$ cat src/rtl/sync_serial_port.sv
module sync_serial_port #(
  parameter int SYNC = 2
) (
  input  logic        clk,
  input  logic        rst_n,
  input  logic        wr_en,
  input  logic [2:0]  wr_addr,
  input  logic [15:0] wr_data,
  input  logic [2:0]  rd_addr,
  output logic [15:0] rd_data,
  output logic        sck_out,
  output logic        fs_out,
  output logic        sd_out,
  output logic        sd_oe,
  input  logic        sck_in,
  input  logic        fs_in,
  input  logic        sd_in
);
  logic [15:0] c0, txw, rxw, rsr;
  logic [2:0]  c1;
  logic [7:0]  pre, rc;
  logic [6:0]  pc;
  logic [5:0]  j;
  logic [3:0]  sn;
  logic        busy;
  logic [SYNC:0]   sck_q;
  logic [SYNC-1:0] fs_q, sd_q;

  wire       en    = c1[0];
  wire       slv   = c1[1];
  wire       odis  = c1[2];
  wire [7:0] rate  = c0[15:8];
  wire       ph    = c0[7];
  wire       pol   = c0[6];
  wire       is_ti = c0[5:4] == 2'b01;
  wire       is_mw = c0[5:4] == 2'b10;
  wire       is_spi = !is_ti && !is_mw;
  wire [3:0] lm1   = (c0[3:0] < 4'd3) ? 4'd3 : c0[3:0];
  wire [6:0] hp    = (pre[7:1] == 7'd0) ? 7'd1 : pre[7:1];

  wire [5:0] base  = is_ti ? 6'd2 : (is_mw ? 6'd16 : 6'd0);
  wire [5:0] nh    = base + {1'b0, lm1, 1'b0} + 6'd2;
  wire       act   = busy && en && !slv;
  wire       hend  = (pc == hp - 7'd1) && (rc == rate);
  wire       in_dat = j >= base;
  wire [4:0] dj    = j[4:0] - base[4:0];
  wire [3:0] bidx  = lm1 - dj[4:1];
  wire [3:0] cidx  = 4'd7 - {1'b0, j[3:1]};
  wire       mbit  = in_dat ? (!is_mw && txw[bidx]) : (is_mw && txw[cidx]);
  wire       samp  = act && hend && in_dat && !dj[0];

  wire sck_s = sck_q[SYNC-1];
  wire sck_p = sck_q[SYNC];
  wire fs_s  = fs_q[SYNC-1];
  wire sd_s  = sd_q[SYNC-1];
  wire sedge = sck_s != sck_p;
  wire cap   = sedge && ((sck_s == pol) == ph);

  assign sck_out = is_spi ? (act ? (pol ^ j[0] ^ ph) : pol)
                 : is_ti  ? (act && !j[0]) : (act && j[0]);
  assign fs_out  = is_ti ? (act && j < 6'd2) : !act;
  assign sd_out  = slv ? txw[lm1 - sn] : (act && mbit);
  assign sd_oe   = !(slv && odis);

  always_comb begin
    case (rd_addr)
      3'd0: rd_data = c0;
      3'd1: rd_data = {12'd0, c1, 1'b0};
      3'd2: rd_data = {8'd0, pre};
      3'd3: rd_data = rxw;
      3'd4: rd_data = {15'd0, busy};
      default: rd_data = 16'd0;
    endcase
  end

  always_ff @(posedge clk) begin
    if (!rst_n) begin
      c0 <= '0; c1 <= '0; pre <= '0; txw <= '0; rxw <= '0; rsr <= '0;
      busy <= 1'b0; j <= '0; pc <= '0; rc <= '0; sn <= '0;
      sck_q <= '0; fs_q <= '1; sd_q <= '0;
    end else begin
      sck_q <= {sck_q[SYNC-1:0], sck_in};
      fs_q  <= {fs_q[SYNC-2:0], fs_in};
      sd_q  <= {sd_q[SYNC-2:0], sd_in};
      if (act) begin
        if (pc == hp - 7'd1) begin
          pc <= '0;
          rc <= (rc == rate) ? 8'd0 : rc + 8'd1;
        end else pc <= pc + 7'd1;
        if (hend) begin
          j <= j + 6'd1;
          if (samp) rsr <= {rsr[14:0], sd_in};
          if (j == nh - 6'd1) begin
            busy <= 1'b0;
            rxw  <= rsr;
          end
        end
      end
      if (slv && en) begin
        if (fs_s) begin
          sn <= '0; rsr <= '0;
        end else if (cap) begin
          rsr <= {rsr[14:0], sd_s};
          if (sn == lm1) begin
            sn <= '0; busy <= 1'b0; rxw <= {rsr[14:0], sd_s};
          end else sn <= sn + 4'd1;
        end
      end
      if (wr_en) begin
        case (wr_addr)
          3'd0: if (!en) c0 <= wr_data;
          3'd1: c1 <= en ? {c1[2:1], wr_data[1]} : wr_data[3:1];
          3'd2: if (!en) pre <= {wr_data[7:1], 1'b0};
          3'd3: if (en && !busy) begin
            txw <= wr_data; busy <= 1'b1;
            j <= '0; pc <= '0; rc <= '0;
            if (!slv) rsr <= '0;
          end
          default: ;
        endcase
      end
      if (!en) busy <= 1'b0;
    end
  end

  assert_start_by_write_R4: assert property (@(posedge clk) disable iff (!rst_n)
    $rose(busy) |-> $past(wr_en && wr_addr == 3'd3 && en));
  assert_cfg_frozen_R3: assert property (@(posedge clk) disable iff (!rst_n)
    (en && $past(en)) |-> ($stable(c0) && $stable(pre)));
  assert_half_bound_R1: assert property (@(posedge clk) disable iff (!rst_n)
    act |-> (j < nh && pc < hp && rc <= rate));
  assert_end_on_edge_R1: assert property (@(posedge clk) disable iff (!rst_n)
    ($fell(busy) && $past(act)) |-> $past(hend));
  assert_select_low_R5: assert property (@(posedge clk) disable iff (!rst_n)
    (act && is_spi) |-> !fs_out);
endmodule

$ cat config.mk
export PLATFORM = sky130hd
export DESIGN_NAME = sync_serial_port
export DESIGN_NICKNAME = d
export VERILOG_FILES = /design/src/rtl/sync_serial_port.sv
export SDC_FILE = /design/constraint.sdc
export NUM_CORES = 1
export LEC_CHECK = 0
export ABC_CLOCK_PERIOD_IN_PS = 4000
export BUFFER_PORTS_ARGS = -buffer_cell sky130_fd_sc_hd__buf_2
export CAP_MARGIN = 20
export CELL_PAD_IN_SITES_DETAIL_PLACEMENT = 0
export CELL_PAD_IN_SITES_GLOBAL_PLACEMENT = 2
export CORE_MARGIN = 2
export CORE_UTILIZATION = 34
export CTS_CLUSTER_DIAMETER = 80
export CTS_CLUSTER_SIZE = 24
export DETAILED_ROUTE_END_ITERATION = 8
export GPL_TIMING_DRIVEN = 0
export PLACE_DENSITY = 0.83
export SLEW_MARGIN = 20
export SYNTH_ARGS = -nofsm -noshare
export SYNTH_HDL_FRONTEND = slang
export SYNTH_SLANG_ARGS = --single-unit
$ cat constraint.sdc
create_clock -name clk -period 4 [get_ports clk]
set_clock_uncertainty 0.05 [all_clocks]
set_input_delay 1 -clock clk [delete_from_list [all_inputs] [get_ports clk]]
set_output_delay 1 -clock clk [all_outputs]
set_load 0.02 [all_outputs]
==> out/results.ini <==
[outcome]
outcome = complete, but fails checks
violations = negative setup slack

[clocking]
cts_root_buffer = clkbuf_16
clock_sinks = 107
clk_path_buf_depth = 2
cts_tree = done
hold_buffers = 0
cts-htree-levels = 3
clk_latency_ns = 0.35
cts_buffers = 9
path_clk_slew_ns = 0.07

[global_route]
grt_pass1_wl_mm = 27.2
grt_max_degree = 16
grt_pass1_vias = 4975
globalRouteTotalUtil = 0.192
antenna_found_initial = 0
gr-total-overflow = 0

[worst_setup_path]
r2r_cells = 11
cpPeakStageDelay_ns = 0.57
worst-path-stages = 12
end_kind = primary output
crit_slowest_cell = fa_2
cp.required_ns = 2.95
path_common_cell = ha_4
arrival_ns = 3.30
cp_max_fo = 3
critPathTopFamily = adder cells
startpoint_type = flop
crit_chain = inv_2, ha_4, ha_4, ha_4, inv_2, fa_2, mux4_2, mux2_4, or3_4, a31oi_4, o2bb2ai_2, buf_6
critical_path_class = flop to primary output
path_buf_inv = 3

[yosys]
ys.flop_type = dfxtp_1
synth.area.top_cells = dfxtp_1 36%, mux2i_1 11%, nor2_1 5.2%
syn_inst = 654
synth_largest_area_cell = dfxtp_1
ys_warn_count = 0
ys_seq_elements = 107
async_flop_share = 0
synth_edf_count = 0
synth_top_cell_area_share = 0.361
ys_seq_area_frac = 0.361
ys_types = 57
syn_nets = 703
netlist_area_um2 = 5930
synth.avg_cell_area_um2 = 9.06

[floorplan]
start_util = 0.345
core_area_um2 = 17200
ios = 48
die_w_um = 136
fp.dieH_um = 136
row_count = 48
dieArea_um2 = 18500

[cells_and_area]
utilization = 0.399
final_common_cell = dfxtp_1
layout_common_cells = 101 x dfxtp_1, 82 x nor2_1, 64 x mux2i_1
drive_gt1_frac = 0.163
n_antenna_cell = 0
stdcell_area_um2 = 6850
nNetsFinal = 763
areaGrowthSynthToFinish_pct = 15.5

[sta]
worstMarginPinSlew_ns = 1.11
max_slew_margin = 0.256
timing.final.max_slew_violations = 0
setup_viol = 1
period_minus_slack_ns = 4.35
rsz0062_at_grt = yes
finalSetupTns_ns = -0.353
hold_viol = 0
fmax_ghz = 0.230
fin_ws_ns = -0.353
fin_crit_sh = 1.09

[job]
maxCapViolCount = 0

[worst_hold_path]
holdCritPathClass = flop to flop
hold_depth = 1

[route]
drt_iter0_markers = 186
vias_per_cell = 5.27
wire_per_inst_um = 18.2
num_vias = 4963
drc = 0
ant_nets = 0
wirelength_mm = 17.2
first_pass_iters = 4

[pwr]
ir_worst_vdd_mv = 0.225
p_leak_nw = 2.62
cellPowerDensity_nw_per_um2 = 303
power_mw = 2.08

[placement]
portBuffers = 45
hpwl_mm = 13.3
place_area_um2 = 6440
post-place-ws_ns = -0.474
finalWeightedCongestion = 0.881

## report_power, final
part | internal (mW) | switching, mW | leakage [nW]
Sequential | 1.07 | 0.0114 | 0.868
Clock | 0.415 | 0.399 | 0.121
Combinational | 0.0683 | 0.112 | 1.63
## registers in the layout, indices dropped and copies added (netlist names), 3 cells and up
name,cells
c0,16
pre,7
sn,4
sck_q,3
pc,7
txw,16
rsr,16
rc,8
rxw,16
c1,3
j,6
## cell type report
cell class,instances,area (um2)
buffer,37,156
clock inverter,3,17.5
timing repair buffer,50,269
fill,1776,10300
multi-input combinational,489,3650
inverter,20,77.6
sequential,107,2160
tap,225,282
clock buffer,11,233
## Yosys cell counts, types with 6 or more instances
cell,count
nand2b_1,7
mux2_2,7
nand4_1,7
ha_1,19
xnor2_1,20
a21oi_1,34
nand3_1,8
nand2_1,58
nor2_1,82
a22oi_1,12
nor4_1,6
and2_1,28
dfxtp_1,107
mux2i_1,64
nor3_1,6
xor2_1,21
o21ai_0,15
clkbuf_1,32
mux4_2,13
inv_1,19
a311o_1,15
## per-stage QoR
step	std cells	hold WS (ns)
6_report	942	0.361
4_1_cts	941	0.366
2_1_floorplan	654	0.336
3_3_place_gp	924	0.339
5_1_grt	942	0.384
3_5_place_dp	924	0.351
## what timing repair did
item                       4_1_cts  5_1_grt
setup buffers                    4        1
pin swaps                        5        4
setup endpoints to repair        1       22
cloned                           0        0
resized for setup               25        8
## cell families (layout without fill, tap and decap cells)
| group | Yosys count | after routing | synth area share |
|---|---|---|---|
| xor gates and xnor gates | 41 | 41 | 0.0606 |
| and+or+nand+nor | 234 | 234 | 0.195 |
| DFF | 107 | 107 | 0.361 |
| AOI/OAI and AO/OA | 109 | 109 | 0.128 |
| muxes | 84 | 84 | 0.171 |
| buffers and inverters | 58 | 121 | 0.0380 |
| adders and majority gates | 21 | 21 | 0.0469 |
## layer usage
| layer | track usage | vias to the layer above | wire length, um |
|---|---|---|---|
| li1 | - | 2453 | - |
| met1 | 0.244 | 2411 | 7610 |
| met2 | 0.334 | 78 | 8490 |
| met3 | 0.0250 | 21 | 633 |
| met4 | 0.0700 | 0 | 427 |
| met5 | 0 | - | 0 |
## final timing paths
| path | start | endpoint | slack [ns] |
|---|---|---|---|
| worst max-delay path | c0[5]$_SDFFE_PN0P_ | sd_out | -0.35 |
| worst min-delay path | fs_q[0]$_SDFF_PN1_ | fs_q[1]$_SDFF_PN1_ | 0.36 |
| worst min register to register | fs_q[0]$_SDFF_PN1_ | fs_q[1]$_SDFF_PN1_ | 0.36 |
| worst max register to register | pre[3]$_SDFFE_PN0P_ | rsr[2]$_SDFF_PN0_ | 0.32 |
## worst register-to-register path, cell delays in order, from the launching register on
cell,delay (ns)
dfxtp_1,0.39
nor4_1,0.62
a21oi_1,0.14
ha_1,0.30
nor4bb_1,0.16
mux2_2,0.27
o21ai_0,0.52
or3_1,0.19
clkbuf_1,0.32
o21ai_1,0.22
buf_4,0.25
mux2i_1,0.13
No activity file was read; power rests on OpenSTA's default activity.
